**config.mk**
```make
export PLATFORM = sky130hd
export DESIGN_NAME = bcd_cal_clock
export DESIGN_NICKNAME = d
export VERILOG_FILES = /design/src/rtl/rtc_cal_pkg.sv /design/src/rtl/rtc_prescaler.sv /design/src/rtl/rtc_month_days.sv /design/src/rtl/rtc_hour_step.sv /design/src/rtl/bcd_cal_clock.sv
export SDC_FILE = /design/constraint.sdc
export NUM_CORES = 1
export LEC_CHECK = 0
export BUFFER_PORTS_ARGS = -buffer_cell sky130_fd_sc_hd__buf_2
export CAP_MARGIN = 20
export CORE_MARGIN = 2
export CORE_UTILIZATION = 54
export CTS_BUF_LIST = sky130_fd_sc_hd__clkbuf_4
export CTS_CLUSTER_DIAMETER = 150
export DETAILED_ROUTE_END_ITERATION = 8
export PLACE_DENSITY = 0.79
export REMOVE_ABC_BUFFERS = 1
export SYNTH_ARGS = -nofsm -noshare
export SYNTH_HDL_FRONTEND = slang
export SYNTH_HIERARCHICAL = 1
export SYNTH_SLANG_ARGS = --single-unit
```
**constraint.sdc**
```tcl
create_clock -name clk -period 3.4 [get_ports clk]
set_clock_uncertainty 0.15 [all_clocks]
set_input_delay 0.34 -clock clk [delete_from_list [all_inputs] [get_ports clk]]
set_output_delay 0.34 -clock clk [all_outputs]
set_load 0.03 [all_outputs]
```
**src/rtl/rtc_cal_pkg.sv**
```systemverilog
package rtc_cal_pkg;

  typedef enum logic [2:0] {
    FLD_SEC   = 3'd0,
    FLD_MIN   = 3'd1,
    FLD_HOUR  = 3'd2,
    FLD_DOW   = 3'd3,
    FLD_DATE  = 3'd4,
    FLD_MONTH = 3'd5,
    FLD_YEAR  = 3'd6,
    FLD_NONE  = 3'd7
  } fld_e;

  localparam logic [7:0] MASK_SEC   = 8'h7F;
  localparam logic [7:0] MASK_MIN   = 8'h7F;
  localparam logic [7:0] MASK_HOUR  = 8'h3F;
  localparam logic [7:0] MASK_DOW   = 8'h07;
  localparam logic [7:0] MASK_DATE  = 8'h3F;
  localparam logic [7:0] MASK_MONTH = 8'h1F;
  localparam logic [7:0] MASK_YEAR  = 8'hFF;

  // Step a BCD byte by one; at or beyond 'last' it returns 'first'.
  function automatic logic [7:0] bcd_next(input logic [7:0] v,
                                          input logic [7:0] last,
                                          input logic [7:0] first);
    if (v >= last)          return first;
    if (v[3:0] >= 4'd9)     return {v[7:4] + 4'd1, 4'd0};
    return v + 8'd1;
  endfunction

endpackage

```
**src/rtl/rtc_prescaler.sv**
```systemverilog
module rtc_prescaler #(
  parameter int DIV = 32768
) (
  input  logic clk,
  input  logic rst_n,
  input  logic run,
  input  logic restart,
  input  logic ref_en,
  output logic tick
);
  localparam int CW = (DIV > 1) ? $clog2(DIV) : 1;
  localparam logic [CW-1:0] LAST = CW'(DIV - 1);

  logic [CW-1:0] cnt_q;

  assign tick = run && ref_en && !restart && (cnt_q == LAST);

  always_ff @(posedge clk) begin
    if (!rst_n || !run || restart) cnt_q <= '0;
    else if (ref_en)               cnt_q <= (cnt_q == LAST) ? '0 : cnt_q + 1'b1;
  end
endmodule

```
**src/rtl/rtc_month_days.sv**
```systemverilog
module rtc_month_days (
  input  logic [7:0] month,
  input  logic [7:0] year,
  output logic [7:0] last_date
);
  logic leap;

  // multiple of 4 in BCD: odd tens digit -> units 2 or 6, even -> 0, 4 or 8
  always_comb begin
    if (year[4]) leap = (year[3:0] == 4'd2) || (year[3:0] == 4'd6);
    else         leap = (year[3:0] == 4'd0) || (year[3:0] == 4'd4) ||
                        (year[3:0] == 4'd8);
  end

  always_comb begin
    case (month)
      8'h02:                      last_date = leap ? 8'h29 : 8'h28;
      8'h04, 8'h06, 8'h09, 8'h11: last_date = 8'h30;
      default:                    last_date = 8'h31;
    endcase
  end
endmodule

```
**src/rtl/rtc_hour_step.sv**
```systemverilog
module rtc_hour_step
  import rtc_cal_pkg::*;
(
  input  logic [7:0] hour_q,
  input  logic       mode_12h,
  output logic [7:0] hour_d,
  output logic       day_carry
);
  logic       pm;
  logic [7:0] h12;

  assign pm  = hour_q[5];
  assign h12 = {3'b000, hour_q[4:0]};

  always_comb begin
    if (!mode_12h) begin
      day_carry = (hour_q >= 8'h23);
      hour_d    = bcd_next(hour_q, 8'h23, 8'h00);
    end else if (h12 == 8'h11) begin
      day_carry = pm;
      hour_d    = {2'b00, ~pm, 5'h12};
    end else if (h12 >= 8'h12) begin
      day_carry = 1'b0;
      hour_d    = {2'b00, pm, 5'h01};
    end else begin
      day_carry = 1'b0;
      hour_d    = {2'b00, pm, 5'(bcd_next(h12, 8'h11, 8'h01))};
    end
  end
endmodule

```
**src/rtl/bcd_cal_clock.sv**
```systemverilog
module bcd_cal_clock
  import rtc_cal_pkg::*;
#(
  parameter int REF_DIV = 32768
) (
  input  logic       clk,
  input  logic       rst_n,
  input  logic       ref_en,
  input  logic       power_lost,
  input  logic       mode_12h,
  input  logic       wr_en,
  input  logic [2:0] wr_addr,
  input  logic [7:0] wr_data,
  output logic [7:0] sec_o,
  output logic [7:0] min_o,
  output logic [7:0] hour_o,
  output logic [7:0] dow_o,
  output logic [7:0] date_o,
  output logic [7:0] month_o,
  output logic [7:0] year_o,
  output logic       clk_fail
);
  logic [7:0] sec_q, min_q, hour_q, dow_q, date_q, month_q, year_q;
  logic       fail_q;
  fld_e       sel;
  logic       fld_wr, sec_wr, run, tick, advance;
  logic [7:0] hour_nx, last_date;
  logic       sec_c, min_c, day_c, date_c, month_c;

  assign sel     = fld_e'(wr_addr);
  assign fld_wr  = wr_en && (sel != FLD_NONE);
  assign sec_wr  = fld_wr && (sel == FLD_SEC);
  assign run     = !fail_q;
  assign advance = tick && !fld_wr && !power_lost;

  rtc_prescaler #(.DIV(REF_DIV)) u_pre (
    .clk(clk), .rst_n(rst_n), .run(run), .restart(sec_wr),
    .ref_en(ref_en), .tick(tick)
  );

  rtc_hour_step u_hour (
    .hour_q(hour_q), .mode_12h(mode_12h), .hour_d(hour_nx), .day_carry(day_c)
  );

  rtc_month_days u_mdays (
    .month(month_q), .year(year_q), .last_date(last_date)
  );

  assign sec_c   = (sec_q   >= 8'h59);
  assign min_c   = (min_q   >= 8'h59);
  assign date_c  = (date_q  >= last_date);
  assign month_c = (month_q >= 8'h12);

  always_ff @(posedge clk) begin
    if (!rst_n) begin
      sec_q   <= 8'h00;
      min_q   <= 8'h00;
      hour_q  <= 8'h00;
      dow_q   <= 8'h00;
      date_q  <= 8'h01;
      month_q <= 8'h01;
      year_q  <= 8'h00;
      fail_q  <= 1'b1;
    end else if (power_lost) begin
      fail_q <= 1'b1;
    end else if (fld_wr) begin
      fail_q <= 1'b0;
      case (sel)
        FLD_SEC:   sec_q   <= wr_data & MASK_SEC;
        FLD_MIN:   min_q   <= wr_data & MASK_MIN;
        FLD_HOUR:  hour_q  <= wr_data & MASK_HOUR;
        FLD_DOW:   dow_q   <= wr_data & MASK_DOW;
        FLD_DATE:  date_q  <= wr_data & MASK_DATE;
        FLD_MONTH: month_q <= wr_data & MASK_MONTH;
        FLD_YEAR:  year_q  <= wr_data & MASK_YEAR;
        default:   ;
      endcase
    end else if (advance) begin
      sec_q <= bcd_next(sec_q, 8'h59, 8'h00);
      if (sec_c) begin
        min_q <= bcd_next(min_q, 8'h59, 8'h00);
        if (min_c) begin
          hour_q <= hour_nx;
          if (day_c) begin
            dow_q  <= bcd_next(dow_q, 8'h06, 8'h00);
            date_q <= bcd_next(date_q, last_date, 8'h01);
            if (date_c) begin
              month_q <= bcd_next(month_q, 8'h12, 8'h01);
              if (month_c) year_q <= bcd_next(year_q, 8'h99, 8'h00);
            end
          end
        end
      end
    end
  end

  assign sec_o    = sec_q;
  assign min_o    = min_q;
  assign hour_o   = hour_q;
  assign dow_o    = dow_q;
  assign date_o   = date_q;
  assign month_o  = month_q;
  assign year_o   = year_q;
  assign clk_fail = fail_q;
endmodule

```
; ---- After elaboration in Yosys (flattened, before gate mapping)
; Cells that the tools add are included.
[totals]
register_bits = 72
latchBits = 0
ram_bits = 0
romBits = 0
in_bits = 17
word_cells = 298
n_memories = 0
[classes]
addsub = 17
mul = 0
div = 0
magnitude_cmp = 16
eq_ne = 26
shifts = 0
n_mux = 191
bitwise = 3
n_reduce_logical = 35
[op_table]
columns = operator, n
row1 = 8-bit 2-to-1 mux, 69
row2 = 1-bit 2-to-1 mux, 115
row3 = "8-bit by 1-bit adder with 8-bit output, second input constant", 7
row4 = "4-bit by 1-bit adder with 4-bit output, second input constant", 7
row5 = "4-bit >= comparator, second input constant", 7
row6 = 5-bit 2-to-1 mux, 5
row7 = 6-bit AND reduction, 3
row8 = "8-bit by 3-bit equality test with 1-bit output, second input constant", 2
row9 = "8-bit by 7-bit >= comparator with 1-bit output, second input constant", 2
row10 = 8-bit case mux with 2 select lines, 1
row11 = "15-bit by 1-bit adder with 15-bit output, second input constant", 1
row12 = "15-bit equality test, second input constant", 1
row13 = 15-bit 2-to-1 mux, 1
row14 = "2-bit by 1-bit inequality test with 1-bit output, second input constant", 7
row15 = 2-bit nonzero test, 6
row16 = "5-bit >= comparator, second input constant", 2
row17 = "3-bit equality test, second input constant", 3
row18 = "4-bit by 3-bit equality test with 1-bit output, second input constant", 2
row19 = "8-bit by 2-bit equality test with 1-bit output, second input constant", 1
row20 = "8-bit by 4-bit equality test with 1-bit output, second input constant", 1
row21 = "8-bit by 5-bit equality test with 1-bit output, second input constant", 1
row22 = "8-bit by 3-bit >= comparator with 1-bit output, second input constant", 1
row23 = "8-bit by 5-bit >= comparator with 1-bit output, second input constant", 1
row24 = "8-bit by 6-bit >= comparator with 1-bit output, second input constant", 1
row25 = other kinds (24), 41

; ---- Longest topological paths before layout
[depth]
ltp_word = 34
depth_mapped = 14

; ---- By module
; The synthesis kept the hierarchy.
[by_module_without_submodules]
columns = mod, instances, cells_per_inst, area_per_inst_um2, seq_area_each_um2
row1 = bcd_cal_clock, 1, 475, 3759.9, 1141.1
row2 = rtc_prescaler, 1, 77, 738.2, 300.3
row3 = rtc_hour_step, 1, 45, 344.1, 0.0
row4 = rtc_month_days, 1, 20, 133.9, 0.0

; ---- Worst setup path before layout
; No wires, ideal clock.
[synth_path]
path_kind = register to register
from = register month_q[0], in the netlist month_o[0]
to = register date_q[7], in the netlist date_o[7]
arrival_ps = 3176
slack_ps = 3
stages_incl_launch_ff = 11
period_less_slack_ps = 3397
cell_sequence = dfxtp_1 or3_1 or3b_1 o311ai_1 ha_1 nand2b_1 a2111oi_0 o31ai_1 buf_2 or4_1 a21oi_1
[synth_between]
elab_chain_cells = 18
elab_cells_between_ends = 22
classes_between = 1 x order compare / 5 x eq/ne / 15 x mux / 1 x reduce/logical
[synth_lines]
columns = item, line_no
row1 = start: declaration, bcd_cal_clock.sv:23  ; logic [7:0] sec_q, min_q, hour_q, dow_q, date_q, month_q, year_q;
row2 = start signal: assignment, bcd_cal_clock.sv:74  ; FLD_MONTH: month_q <= wr_data & MASK_MONTH;
row3 = start signal: assignment, bcd_cal_clock.sv:88  ; month_q <= bcd_next(month_q, 8'h12, 8'h01);
row4 = "8-bit by 3-bit equality test with 1-bit output, or another cell as far along", rtc_month_days.sv:16  ; case (month)
row5 = 4-bit OR reduction, rtc_month_days.sv:16
row6 = 8-bit case mux with 2 select lines *, rtc_month_days.sv:16
row7 = named net last_date[0], bcd_cal_clock.sv:27  ; logic [7:0] hour_nx, last_date;
row8 = 8-bit >= comparator *, rtc_cal_pkg.sv:26  ; if (v >= last) return first;
row9 = 1-bit 2-to-1 mux *, rtc_cal_pkg.sv:26
row10 = 1-bit 2-to-1 mux *, bcd_cal_clock.sv:84  ; if (day_c) begin
row11 = 1-bit 2-to-1 mux *, bcd_cal_clock.sv:82  ; if (min_c) begin
row12 = [... 3 more ...], -
row13 = 1-bit 2-to-1 mux *, bcd_cal_clock.sv:64  ; end else if (power_lost) begin
row14 = 1-bit 2-to-1 mux *, bcd_cal_clock.sv:55  ; if (!rst_n) begin
row15 = 8-bit 2-to-1 mux *, rtc_cal_pkg.sv:27  ; if (v[3:0] >= 4'd9) return {v[7:4] + 4'd1, 4'd0};
row16 = 8-bit 2-to-1 mux *, bcd_cal_clock.sv:84
row17 = 8-bit 2-to-1 mux *, bcd_cal_clock.sv:82
row18 = 8-bit 2-to-1 mux *, bcd_cal_clock.sv:80  ; if (sec_c) begin
row19 = 8-bit 2-to-1 mux *, bcd_cal_clock.sv:78  ; end else if (advance) begin
row20 = 8-bit 2-to-1 mux *, bcd_cal_clock.sv:66  ; end else if (fld_wr) begin
row21 = end signal: assignment, bcd_cal_clock.sv:73  ; FLD_DATE: date_q <= wr_data & MASK_DATE;
row22 = end signal: assignment, bcd_cal_clock.sv:86  ; date_q <= bcd_next(date_q, last_date, 8'h01);
row23 = end: declaration, bcd_cal_clock.sv:23
; The timed path passes the listed nets; every way through them passes the cells marked *. The select of a mux whose other input is x is not followed.
; A chain may end at the register's enable or synchronous reset.

; ---- Worst setup path after layout
; Ends and elaborated chain as after synthesis.

==> results by group <==
Run status
  • Run status: completed

Run
  • MaxCap Viol Count: 0

Routing
  • Number of nets with antenna violations after routing: 0
  • Count of unresolved DRC violations after routing: 0
  • Via Count: 4724
  • Post-DR vias/cell: a little under 6
  • Iteration-0 DRC Markers: 300
  • Final routed wire length divided by cell count: approximately 16 um
  • Wire length after detailed routing: between 10000 and 15000 um
  • DRT Pass-1 Iters: 5

STA
  • Setup slack of the critical path after layout: 0.107 ns
  • Worst slew pin tran: approximately 0.63 ns
  • Period utilisation layout: 0.969
  • RSZ-0062 raised after global routing: no
  • Total of endpoints with negative setup slack in the final report: 0
  • Final Max Tran Viols: 0
  • Top achievable clock speed: 304 MHz
  • Minimum clock period: roughly 3.3 ns
  • Rel. slew slack: 0.578
  • Worst Hold Slack: 0.0984 ns
  • Final hold vios: 0

Logic synthesis
  • Portion of the post-synthesis area used by sequential elements: 0.290
  • Post-synthesis instance total: 617
  • Main area contributors after synthesis: sky130_fd_sc_hd__dfxtp_1 (29%), sky130_fd_sc_hd__ha_1 (12%), sky130_fd_sc_hd__a21oi_1 (5.7%), sky130_fd_sc_hd__nand2_1 (4.7%), sky130_fd_sc_hd__o21ai_0 (3.9%)
  • Most common cell in the netlist: sky130_fd_sc_hd__dfxtp_1
  • FFs w/ async S/R, synth: 0
  • EDFF count, synth: 0
  • Cell types with the highest counts after synthesis: sky130_fd_sc_hd__dfxtp_1 (72), sky130_fd_sc_hd__nand2_1 (62), sky130_fd_sc_hd__a21oi_1 (57)
  • Cell type with the largest total area after synthesis: sky130_fd_sc_hd__dfxtp_1
  • Mapped cell area: around 0.0050 mm2
  • Library cells used by synthesis: 85
  • Most frequently used flop master after synthesis: sky130_fd_sc_hd__dfxtp_1
  • Syn. warnings: 6
  • Avg Inst Size Synth: around 8.1 um2
  • Flop and latch count out of synthesis: approximately 70
  • Yosys top cell area share: 0.290

Floorplanning
  • Total number of placement rows: 35
  • Number of ports placed on the die boundary: between 70 and 80
  • Die boundary height: between 90 and 100 um
  • Die area: 0.0100 mm2
  • Starting density of the core: 0.546
  • Die Span X: ~100 um
  • Core footprint: slightly above 0.009 mm2

Placed design
  • HPWL Detailed: around 9200 um
  • Port-buffer cells: 73
  • Final GP Congestion: 0.919
  • Setup slack at placement: -0.130 ns
  • Placed standard-cell area: around 0.0054 mm2

Power
  • Share of total power in sequential cells: 0.567
  • Leakage component of the power: around 2.4 nW
  • Switch share: 0.299
  • PD cells: 276 mW/mm2
  • Clock power frac: 0.287
  • Logic gate share of total power: 0.147
  • Cell internal pwr: 1.08 mW
  • Worst voltage drop across the vdd grid: about 0.18 mV
  • Post-layout power: 1.54 mW
  • Switching power: between 400 and 500 uW

CTS
  • Clock tree from TritonCTS: done
  • Largest buffer count on any clock path: 2
  • Cell at the root of the clock tree: sky130_fd_sc_hd__clkbuf_4
  • Number of clock sinks: 72
  • Clock-pin slew on the worst setup and hold paths: 0.12 ns
  • Total clock buffers created by CTS: 9
  • Later-pin clock latency in the skew report: 0.42 ns
  • Htree depth: 3

Setup path
  • Maximum fanout encountered on the critical timing path: 9
  • Family of cells with the greatest summed delay on the critical path: simple AND/OR/NAND/NOR gates
  • Arrival time of the worst setup path: ~3.5 ns
  • List of cells traversed by the critical path: or3_1 > or3b_4 > o311ai_2 > ha_1 > nand2b_4 > a2111oi_4 > o31ai_4 > buf_6 > or4_1 > a21oi_1
  • Required time reported for the critical path endpoint: ~3.6 ns
  • Slowest Stage Delay on Critical Path: ~0.50 ns
  • Number of buffer and inverter instances along the worst setup path: 1
  • Startpoint class of the critical path: flop
  • Critical path endpoint category: flop
  • Slowest CP cell: sky130_fd_sc_hd__or4_1
  • Category of the critical setup timing path: reg -> reg

Global routing
  • Number of global-route vias before repair: roughly 4300
  • Maximum number of pins on one net before global-route repair: 37
  • All-layer global routing usage: 0.248
  • Remaining global-route overflow: 0
  • Global-route wire length before repair: roughly 20000 um
  • Initial antenna violation count: 0

Layout
  • Layout overhead on the synthesized area: 11.7%
  • Total number of nets in the final design: 751
  • Layout cell share with drive strength beyond 1: 0.194
  • Fill count: 810
  • Antenna cells: 0
  • Non-Filler Cell Area, Final: 0.00556 mm2

Worst hold path
  • Min-Delay Path Class: in -> reg
-- cells by family after synthesis --
group | synth area share
buffers and inverters | 0.0749
other | 0.00226
xor gates and xnor gates | 0.0370
and+or+nand+nor | 0.240
adders and majority gates | 0.121
AOI/OAI and AO/OA | 0.231
DFF | 0.290
muxes | 0.00453
-- stage by stage --
stage           util  instances  TNS, ns
2_1_floorplan      -        587    -2.17
3_3_place_gp   0.592        785        0
3_5_place_dp   0.592        785   -0.256
4_1_cts        0.607        801        0
5_1_grt        0.610        801        0
6_report       0.610        801        0
-- timing repair --
action / CTS / global route
pin swaps: 0 / 2
gates resized for setup: 4 / 5
endpoints found under the setup margin: 3 / 6
hold buffers: 1 / 0
buffers inserted: 0 / 0
hold endpoints to repair: 1 / 0
-- power groups by stage --
stage	Clock (mW)	Sequential, mW	Combinational [mW]
after floorplan	0	0.906	0.120
after global placement	0	0.888	0.210
after detailed placement	0	0.889	0.216
after CTS	0.447	0.870	0.221
after global routing	0.487	0.873	0.248
final	0.440	0.870	0.225
-- tightest hold or removal path, stage by stage --
cell and delay, ns:
sky130_fd_sc_hd__buf_2 0.13, sky130_fd_sc_hd__o311ai_1 0.07, sky130_fd_sc_hd__a21oi_1 0.06
-- state kept, by name, summed over array words and instances, names as in the netlist --
name         flops
min_o            8
u_pre/cnt_q     15
date_o           8
year_o           8
month_o          8
sec_o            8
hour_o           8
dow_o            8
clk_fail         1
-- layout make-up --
cell class	instances	area [um2]	share of cell area
multi-input cells	471	3230	0.581
flip-flops and latches	72	1440	0.259
repair buffers	88	484	0.0871
inverters	44	165	0.0297
well taps	111	139	0.0250
clock buffers	10	75.1	0.0135
clock inverters	5	25.0	0.00450
-- cell usage in the layout (no fill, tap or decap), drive strengths merged, types with 8 or more instances in the layout --
cell,n
a211oi,9
a21oi,57
and3,14
buf,87
clkbuf,10
dfxtp,72
ha,48
inv,43
nand2,63
nand2b,10
nand3,25
nand4,13
nor2,47
nor3,9
o21ai,41
o31ai,9
xnor2,8
xor2,13
-- path summary, 6_finish.rpt --
| kind | startpoint | end | slack, ns | cells past startpoint |
|---|---|---|---|---|
| worst max-delay path | month_o[0] | date_o[7] | 0.11 | 10 |
| worst min-delay path | ref_en | u_pre/cnt_q[1] | 0.1 | 3 |
| worst max register to register | month_o[0] | date_o[7] | 0.11 | 10 |
| worst min register to register | dow_o[7] | dow_o[7] | 0.31 | 2 |
-- layer usage --
layer  vias up  part of all wire  global-route usage
met5         -                 0                   0
met4         0             0.015              0.0801
met3        19             0.054              0.0418
met2       153              0.49               0.423
met1      2219              0.44               0.321
li1       2333                 -                   -
Note: power is estimated with default switching activity, not from simulation.
